### src/rtl/sram_ctl.sv
module sram_ctl #(
  parameter int CLK_NS    = 5,
  parameter int T_AA_NS   = 70,
  parameter int T_OE_NS   = 35,
  parameter int T_RC_NS   = 70,
  parameter int T_HZ_NS   = 30,
  parameter int T_WC_NS   = 70,
  parameter int T_WP_NS   = 55,
  parameter int T_CW_NS   = 60,
  parameter int T_DW_NS   = 30,
  parameter int T_REC_NS  = 5_000_000,
  parameter int AW        = 15,
  parameter int DW        = 8
) (
  input  logic          clk,
  input  logic          rst_n,
  input  logic          req,
  input  logic          wr,
  input  logic [AW-1:0] addr,
  input  logic [DW-1:0] wdata,
  input  logic          pd_req,
  output logic [DW-1:0] rdata,
  output logic          done,
  output logic          busy,
  output logic [AW-1:0] mem_addr,
  output logic          mem_cs_n,
  output logic          mem_oe_n,
  output logic          mem_we_n,
  output logic [DW-1:0] mem_dq_o,
  output logic          mem_dq_oe,
  input  logic [DW-1:0] mem_dq_i
);
  function automatic int cdiv(int t);
    return (t + CLK_NS - 1) / CLK_NS;
  endfunction
  function automatic int mx(int a, int b);
    return (a > b) ? a : b;
  endfunction

  localparam int TURN_C = mx(1, cdiv(T_HZ_NS));
  localparam int RD_C   = mx(1, mx(mx(cdiv(T_AA_NS), cdiv(T_OE_NS)), cdiv(T_RC_NS) - 1 - TURN_C));
  localparam int WP_C   = mx(1, mx(mx(cdiv(T_WP_NS), cdiv(T_CW_NS) - 1),
                                   mx(cdiv(T_DW_NS) - 1, cdiv(T_WC_NS) - 2)));
  localparam int REC_C  = mx(1, cdiv(T_REC_NS));
  localparam int CW     = $clog2(mx(REC_C, mx(RD_C, mx(TURN_C, WP_C))) + 1);

  typedef enum logic [3:0] {
    IDLE, READ_ADDR, READ_SAMPLE, READ_TURN,
    WRITE_SETUP, WRITE_PULSE, WRITE_END, RETENTION, RECOVER
  } state_t;

  state_t          state;
  logic [CW-1:0]   cnt;
  logic [AW-1:0]   addr_q;
  logic [DW-1:0]   wdata_q;
  logic            last;

  assign last = (cnt == '0);

  always_ff @(posedge clk or negedge rst_n) begin
    if (!rst_n) begin
      state   <= IDLE;
      cnt     <= '0;
      addr_q  <= '0;
      wdata_q <= '0;
      rdata   <= '0;
    end else begin
      case (state)
        IDLE:
          if (pd_req) state <= RETENTION;
          else if (req) begin
            addr_q  <= addr;
            wdata_q <= wdata;
            if (wr) state <= WRITE_SETUP;
            else begin
              state <= READ_ADDR;
              cnt   <= CW'(RD_C - 1);
            end
          end
        READ_ADDR:
          if (last) begin
            rdata <= mem_dq_i;
            state <= READ_SAMPLE;
          end else cnt <= cnt - 1'b1;
        READ_SAMPLE: begin
          state <= READ_TURN;
          cnt   <= CW'(TURN_C - 1);
        end
        READ_TURN:
          if (last) state <= IDLE;
          else cnt <= cnt - 1'b1;
        WRITE_SETUP: begin
          state <= WRITE_PULSE;
          cnt   <= CW'(WP_C - 1);
        end
        WRITE_PULSE:
          if (last) state <= WRITE_END;
          else cnt <= cnt - 1'b1;
        WRITE_END: state <= IDLE;
        RETENTION:
          if (!pd_req) begin
            state <= RECOVER;
            cnt   <= CW'(REC_C - 1);
          end
        RECOVER:
          if (last) state <= IDLE;
          else cnt <= cnt - 1'b1;
        default: state <= IDLE;
      endcase
    end
  end

  assign mem_cs_n  = !(state inside {READ_ADDR, WRITE_SETUP, WRITE_PULSE, WRITE_END});
  assign mem_oe_n  = (state != READ_ADDR);
  assign mem_we_n  = (state != WRITE_PULSE);
  assign mem_dq_oe = (state inside {WRITE_SETUP, WRITE_PULSE, WRITE_END});
  assign done      = (state inside {READ_SAMPLE, WRITE_END});
  assign busy      = (state != IDLE);
  assign mem_addr  = addr_q;
  assign mem_dq_o  = wdata_q;
endmodule

### config.mk
export PLATFORM = sky130hd
export DESIGN_NAME = sram_ctl
export DESIGN_NICKNAME = d
export VERILOG_FILES = /design/src/rtl/sram_ctl.sv
export SDC_FILE = /design/constraint.sdc
export NUM_CORES = 1
export LEC_CHECK = 0
export ABC_AREA = 1
export BUFFER_PORTS_ARGS = -buffer_cell sky130_fd_sc_hd__buf_4
export CAP_MARGIN = 20
export CORE_ASPECT_RATIO = 1.2
export CORE_MARGIN = 4
export CORE_UTILIZATION = 52
export DETAILED_ROUTE_END_ITERATION = 10
export PLACE_DENSITY = 0.82
export SETUP_SLACK_MARGIN = 0.02
export SLEW_MARGIN = 20
export SYNTH_ARGS = -nofsm -noshare
export SYNTH_HDL_FRONTEND = slang
export SYNTH_SLANG_ARGS = --single-unit
### constraint.sdc
create_clock -name clk -period 2.12 [get_ports clk]
set_input_delay 0.212 -clock clk [delete_from_list [all_inputs] [get_ports clk]]
set_output_delay 0.212 -clock clk [all_outputs]
set_load 0.02 [all_outputs]
# Word level (Yosys, flattened, before mapping)
# Index checks and enable logic that the tools add are counted.
[op_classes]
reduce_logical = 14
bitwise_logic = 1
eq_ne = 19
muxes = 14
n_addsub = 1
[op_table]
columns = ["operator", "n"]
rows = [
  ["$mux 20", 5],
  ["$pmux 20 s5", 1],
  ["$pmux 4 s7", 1],
  ["$mux 4", 6],
  ["$logic_not 20->1", 1],
  ["$sub 20x1->20 const B", 1],
  ["$eq 4x3->1 const B", 4],
  ["$ne 2x2->1 const B", 7],
  ["$eq 4x2->1 const B", 2],
  ["$reduce_bool 4->1", 2],
  ["$reduce_and 6->1", 1],
  ["$reduce_and 5->1", 1],
  ["$reduce_bool 5->1", 1],
  ["$eq 4x1->1 const B", 1],
  ["$eq 4x4->1 const B", 1],
  ["$logic_not 4->1", 1],
  ["$ne 4x1->1 const B", 1],
  ["$ne 4x3->1 const B", 1],
  ["$reduce_or 4->1", 1],
  ["$mux 3", 1],
  ["$ne 3x3->1 const B", 1],
  ["$reduce_and 3->1", 1],
  ["$reduce_bool 3->1", 1],
  ["$ne 2x1->1 const B", 1],
  ["5 further kinds", 5],
]
[word_totals]
word_cells = 54
in_bits = 36
ff_bits = 55

# Longest topological paths before layout
# Gate-level depths: netlist (run 1).
[depth]
ltp_word = 4
ltp_mapped = 12
mapped_depth_nobuf = 11

# Worst setup path after synthesis (run 1)
# Ideal clock, no wire load.
[synth_timing]
kind = "register -> register"
startpoint = "reg cnt[0]"
endpoint = "reg cnt[4]"
slack_ns = 0.502
path_stages_with_launch = 13
t_arrival_ns = 1.502
required_time_ns = 2.004
cell_sequence = "dfrtp_1 > inv_1 > ha_1 > nand2_2 > inv_1 > nand2_1 > nor2_1 > nand3_1 > nand2_2 > nor2_4 > buf_6 > nand2_2 > nand2_1"
[synth_between]
elab_chain_cells = 3
word_cells_on_any_way = 6
classes_between = "add/sub (1); eq/ne (1); mux (2); reduce/logical (2)"
[synth_rtl]
columns = ["element", "line_no", "rtl"]
rows = [
  ["start: declaration", "53", "logic [CW-1:0] cnt;"],
  ["start signal: assignment", "77", "cnt <= CW'(RD_C - 1);"],
  ["start signal: assignment", "84", "end else cnt <= cnt - 1'b1;"],
  ["start signal: assignment", "87", "cnt <= CW'(TURN_C - 1);"],
  ["$sub 20x1->20 / $logic_not 20->1 (equally long branches)", "-", ""],
  ["$mux 20 / $ne 2x2->1 (equally long branches)", "-", ""],
  ["$pmux 20 s5 / $reduce_and 6->1 (equally long branches)", "-", ""],
]
# Parallel ways exist; a longest one is shown, timed or not. The select of a mux whose other input is x is not followed.
# A chain may end at the register's enable or synchronous reset.

# Worst setup path after layout (run 1)
[layout_timing]
startpoint = "reg cnt[0]"
endpoint = "reg cnt[19]"
# The elaborated chain is that of the path after synthesis.

==> results of run 1 <==
cells by family (layout without fill, tap and decap cells):
group                    count (synthesis)  after routing
AO/OA/AOI/OAI                           29             29
flip-flops                              55             55
XOR/XNOR                                 8              8
AND/OR/NAND/NOR                        208            208
multiplexers                            23             23
adder cells (fa/ha/maj)                  1              1
buffers and inverters                   37            115
report_power, final:
part	internal (mW)	switching [mW]
registers	1.52	0.371
logic	1.58	2.58
clock network	0.246	0.372
synth_stat cells (all sizes together), types with 2 or more instances:
cell type | number | share of area
buf | 7 | 0.016
o21ai | 21 | 0.037
nor3 | 3 | 0.0051
nor2 | 51 | 0.076
a21oi | 2 | 0.0034
or2 | 2 | 0.0042
nand3 | 22 | 0.041
xor2 | 5 | 0.015
dfrtp | 55 | 0.46
nand2 | 124 | 0.17
nand4 | 5 | 0.011
clkbuf | 2 | 0.0025
xnor2 | 3 | 0.0089
o21bai | 2 | 0.0051
inv | 28 | 0.036
mux2 | 23 | 0.087
through the flow:
stage               hold WS (ns)  cell area, um2  setup WS, ns
floorplan               -0.08359            2960        0.5017
global placement          0.2936            3570        0.3407
detailed placement        0.2936            3570        0.2954
CTS                      0.08963            3676        0.2332
global route              0.1020            3682       0.07134
finish                   0.09477            3682        0.2900
worst reg2reg max path, cell delays in order, from the launching register on:
cell and delay [ns]:
dfrtp_1 0.40, inv_1 0.08, ha_2 0.22, nand2_2 0.11, inv_1 0.11, nand2_1 0.07
nor2_1 0.13, nand3_1 0.11, nand2_2 0.11, nor2_4 0.03, buf_4 0.21, nand2_1 0.10
nand2_1 0.05
state kept, by name (all words and copies together) (netlist names):
signal and count:
state 4, mem_addr 15, rdata 8, mem_dq_o 8
cnt 20
routing by layer:
| metal | global-route usage | wire, um | vias to the layer above |
|---|---|---|---|
| li1 | - | - | 1302 |
| met3 | 0.06986 | 578 | 11 |
| met1 | 0.2370 | 2658 | 1235 |
| met4 | 0.05287 | 104 | 0 |
| met2 | 0.3721 | 3715 | 80 |
| met5 | 0 | 0 | - |
worst max-delay path by stage:
stage / depth (start not counted) / slack (ns) / to / start
floorplan: 12 / 0.50 / cnt[4] / cnt[0]
global placement: 12 / 0.34 / cnt[1] / cnt[0]
detailed placement: 12 / 0.30 / cnt[18] / cnt[0]
CTS: 12 / 0.23 / cnt[1] / cnt[0]
global route: 12 / 0.07 / cnt[14] / cnt[0]
finish: 12 / 0.29 / cnt[19] / cnt[0]
final cells by class:
type	instances	share of cell area
Multi-Input combinational cell	269	0.3877
Sequential cell	55	0.3738
Timing Repair Buffer	79	0.1628
Inverter	28	0.02854
Tap cell	62	0.02107
Clock buffer	5	0.01869
Clock inverter	3	0.007475
timing repair:
| item | CTS | global route |
|---|---|---|
| endpoints found under the hold margin | 55 | 0 |
| hold buffers | 1 | 0 |
| setup endpoints to repair | 0 | 1 |
| resized for setup | 0 | 2 |
==> impl_metrics.env, run 1 <==
export IMPL_cts_sinks=55
export IMPL_hpwl_um=5372
export IMPL_synthXorXnorAreaFrac=0.02367
export IMPL_portBuffers=72
export IMPL_critPathSlowestCell="dfrtp_1"
export IMPL_grt_max_degree=56
export IMPL_maxCapViolCount=0
export IMPL_post_cts_buffers=0
export IMPL_powerDensity_nw_per_um2=1812
export IMPL_cts_htree_levels=2
export IMPL_clkTransAtPathRegs_ns=0.11
export IMPL_worst_pin_slew_ns=0.6727
export IMPL_rsz0062_at_grt="no"
export IMPL_period_needed_ns=1.830
export IMPL_fin_cells=501
export IMPL_synth_seq_area_share=0.4649
export IMPL_fin_setup_tns_ns=0
export IMPL_row_count=29
export IMPL_detail_route_antenna_nets=0
export IMPL_final_common_cell="nand2_1"
export IMPL_final_layout_size_suffix_gt1_frac=0.3212
export IMPL_reg2reg_from="cnt[0]"
export IMPL_synth_ff_type="dfrtp_1"
export IMPL_multi_input_area_um2=1428
export IMPL_dp_cells=492
export IMPL_fin_nets=475
export IMPL_final_hold_viol_count=0
export IMPL_crit_top_cell="nand2_1"
export IMPL_finalCritPeriodShare=0.8632
export IMPL_crit_type="flip-flop to flip-flop"
export IMPL_muxShareOfSynthArea=0.08749
export IMPL_critPathMaxFanout=18
export IMPL_final_cell_mix="109 x nand2_1, 77 x buf_4, 55 x dfrtp_1, 43 x nor2_1, 24 x inv_1"
export IMPL_place_gp_congestion=0.8886
export IMPL_synth_avg_cell_area_um2=8.200
export IMPL_path_cells="inv_1 > ha_2 > nand2_2 > inv_1 > nand2_1 > nor2_1 > nand3_1 > nand2_2 > nor2_4 > buf_4 > nand2_1 > nand2_1"
export IMPL_clockBufferDepth=2
export IMPL_synthCells=361
export IMPL_first_iter_violations=144
export IMPL_rrSetupSlack_ns=0.29
export IMPL_crit_family="simple AND/OR/NAND/NOR gates"
export IMPL_regArea_um2=1376
export IMPL_die_area_um2=6969
export IMPL_root_buffer="clkbuf_8"
export IMPL_cp_arrival_ns=2.04
export IMPL_grt_first_pass_wirelength_um=11850
export IMPL_max_freq_mhz=546.4
export IMPL_syn_nets=398
export IMPL_syn_area_um2=2960
export IMPL_synth_top_family_by_area="simple AND/OR/NAND/NOR gates"
export IMPL_cts_made_buffers=5
export IMPL_first_global_vias=2631
export IMPL_num_vias=2628
export IMPL_ys_types=33
export IMPL_wl_per_cell_um=14.08
export IMPL_max_stage_delay_ns=0.40
export IMPL_antenna_found_initial=0
export IMPL_synthAdderAreaFrac=0.004227
export IMPL_r2r_end="cnt[19]"
export IMPL_drt_pass1_iter_count=6
export IMPL_critical_path_required_ns=2.33
export IMPL_fill_cells=438
export IMPL_ir_drop_mv=0.9286
export IMPL_setup_violations_final=0
export IMPL_final_core_utilization=0.6811
export IMPL_hold_path_class="input port to flip-flop"
export IMPL_core_um2=5406
export IMPL_status="completed"
export IMPL_start_util=0.5476
export IMPL_routed_via_density=5.246
export IMPL_synth_warnings=0
export IMPL_clock_skew_ns=0.008649
export IMPL_synth_edf_count=0
export IMPL_die_y_um=90.65
export IMPL_hold_end="rdata[4]"
export IMPL_tritoncts="built"
export IMPL_hold_path_startpoint="mem_dq_i[4]"
export IMPL_worst_setup_path_start_kind="flip-flop"
export IMPL_ioPinCount=73
export IMPL_rr_worst_depth=12
export IMPL_syn_to_final_growth_pct=24.39
export IMPL_gr_total_overflow=0
export IMPL_relSlewSlack=0.5515
export IMPL_power_mw=6.673
export IMPL_synth_simple_area_share=0.3107
export IMPL_grt_total_usage=0.2086
export IMPL_end_kind="flip-flop"
export IMPL_leakage_nw=1.923
export IMPL_whs_path_depth=3
export IMPL_die_width_um=76.88
export IMPL_worst_path_buf_inv=3
export IMPL_ys_ff_latch=55
export IMPL_drc=0
export IMPL_insertion_delay_ns=0.31
export IMPL_slew_viol_final=0
export IMPL_wl_um=7055
export IMPL_num_antenna_cells=0
export IMPL_synthArstFlopShare=1.000
export IMPL_synth_compound_area_frac=0.05537
(Power assumes the default switching activity.)
==> run 2, diff against run 1 <==
==> constraint.sdc (replaced) <==
create_clock -name clk -period 2.12 [get_ports clk]
set_input_delay 0.106 -clock clk [delete_from_list [all_inputs] [get_ports clk]]
set_output_delay 0.106 -clock clk [all_outputs]
set_load 0.02 [all_outputs]
==> impl_metrics.env, run 2 (synthesized netlist as in run 1, its figures left out) <==
export IMPL_max_freq_mhz=545.9
export IMPL_worst_path_buf_inv=3
export IMPL_final_hold_viol_count=0
export IMPL_slew_viol_final=0
export IMPL_final_layout_size_suffix_gt1_frac=0.3161
export IMPL_portBuffers=72
export IMPL_power_mw=6.700
export IMPL_critPathMaxFanout=18
export IMPL_r2r_end="cnt[19]"
export IMPL_final_core_utilization=0.6941
export IMPL_gr_total_overflow=0
export IMPL_routed_via_density=5.309
export IMPL_wl_per_cell_um=14.43
export IMPL_worst_path_stages=12
export IMPL_rrSetupSlack_ns=0.29
export IMPL_hold_path_class="input port to flip-flop"
export IMPL_fill_cells=416
export IMPL_setup_violations_final=0
export IMPL_detail_route_antenna_nets=0
export IMPL_postLayoutCellArea_um2=3752
export IMPL_regMostFlops="cnt"
export IMPL_clkTransAtPathRegs_ns=0.11
export IMPL_grt_total_usage=0.2185
export IMPL_antenna_found_initial=0
export IMPL_startpoint="cnt[0]"
export IMPL_die_width_um=76.88
export IMPL_placed_area_um2=3570
export IMPL_ioPinCount=73
export IMPL_cp_arrival_ns=2.04
export IMPL_dp_cells=492
export IMPL_ir_drop_mv=0.9392
export IMPL_fin_nets=482
export IMPL_root_buffer="clkbuf_8"
export IMPL_cts_htree_levels=2
export IMPL_insertion_delay_ns=0.31
export IMPL_die_area_um2=6969
export IMPL_dp_slack_ns=0.2954
export IMPL_final_common_cell="nand2_1"
export IMPL_relSlewSlack=0.5532
export IMPL_crit_type="flip-flop to flip-flop"
export IMPL_status="completed"
export IMPL_fin_hold_ws_ns=0.005350
export IMPL_clock_skew_ns=0.009015
export IMPL_num_vias=2697
export IMPL_core_um2=5406
export IMPL_grt_max_degree=56
export IMPL_end_kind="flip-flop"
export IMPL_rsz0062_at_grt="no"
export IMPL_finalCritPeriodShare=0.8640
export IMPL_powerDensity_nw_per_um2=1785
export IMPL_crit_path_end="cnt[19]"
export IMPL_fin_cells=508
export IMPL_syn_to_final_growth_pct=26.75
export IMPL_maxCapViolCount=0
export IMPL_clockBufferDepth=2
export IMPL_final_cell_mix="109 x nand2_1, 77 x buf_4, 55 x dfrtp_1, 43 x nor2_1, 24 x inv_1"
export IMPL_grt_first_pass_wirelength_um=12410
export IMPL_crit_top_cell="nand2_1"
export IMPL_setup_slack_ns=0.2883
export IMPL_hpwl_um=5372
export IMPL_tritoncts="built"
export IMPL_cts_sinks=55
export IMPL_drc=0
export IMPL_start_util=0.5476
export IMPL_die_y_um=90.65
export IMPL_row_count=29
export IMPL_largest_reg_flops=20
export IMPL_path_cells="inv_1 > ha_2 > nand2_2 > inv_1 > nand2_1 > nor2_1 > nand3_1 > nand2_2 > nor2_4 > buf_4 > nand2_1 > nand2_1"
export IMPL_worst_pin_slew_ns=0.6702
export IMPL_critPathSlowestCell="dfrtp_1"
export IMPL_cts_made_buffers=5
export IMPL_critical_path_required_ns=2.33
export IMPL_rr_worst_depth=12
export IMPL_num_antenna_cells=0
export IMPL_wl_um=7331
export IMPL_worst_setup_path_start_kind="flip-flop"
export IMPL_fin_setup_tns_ns=0
export IMPL_max_stage_delay_ns=0.40
export IMPL_period_needed_ns=1.832
export IMPL_drt_pass1_iter_count=4
export IMPL_crit_family="simple AND/OR/NAND/NOR gates"
export IMPL_first_iter_violations=153
export IMPL_post_cts_buffers=0
export IMPL_place_gp_congestion=0.8886
export IMPL_first_global_vias=2706
export IMPL_leakage_nw=1.952
export IMPL_reg2reg_from="cnt[0]"
-- run 2: changes by cell type in the layout (fill, tap and decap cells not counted), sizes merged --
cell,before,now
dlygate4sd3,1,8
-- run 2: area by class of cell --
type                       count  area (um2)  area share
clock inverter                 3       27.53    0.007336
timing repair buffer          86       669.4      0.1784
inverter                      28       105.1     0.02801
sequential                    55        1376      0.3668
multi-input combinational    269        1428      0.3805
tap                           62       77.57     0.02067
clock buffer                   5       68.82     0.01834
-- run 2: routing by layer --
| metal | part of all wire | track usage |
|---|---|---|
| met5 | 0 | 0 |
| met4 | 0.018 | 0.05891 |
| met3 | 0.077 | 0.06687 |
| met2 | 0.52 | 0.3895 |
| met1 | 0.38 | 0.2511 |
-- run 2: how the worst min path moves through the flow --
| stage | from | end | slack [ns] | cells past startpoint |
|---|---|---|---|---|
| 2_1_floorplan | rst_n | cnt[0] | -0.19 | 0 |
| 3_3_place_gp | rst_n | cnt[5] | 0.19 | 1 |
| 3_5_place_dp | rst_n | cnt[5] | 0.19 | 1 |
| 4_1_cts | wdata[4] | mem_dq_o[4] | 0.002 | 2 |
| 5_1_grt | wdata[4] | mem_dq_o[4] | 0.004 | 2 |
| 6_report | wdata[4] | mem_dq_o[4] | 0.005 | 2 |
-- run 2: timing repair --
item	CTS	global route
endpoints found under the hold margin	62	0
hold buffers	8	0
resized for setup	0	2
setup endpoints to repair	0	2
-- run 2: report_power, final --
group / internal [mW] / total, mW / switching, mW
combinational: 1.59 / 4.18 / 2.59
sequential: 1.52 / 1.90 / 0.374
clock: 0.246 / 0.621 / 0.376
total: 3.36 / 6.70 / 3.34
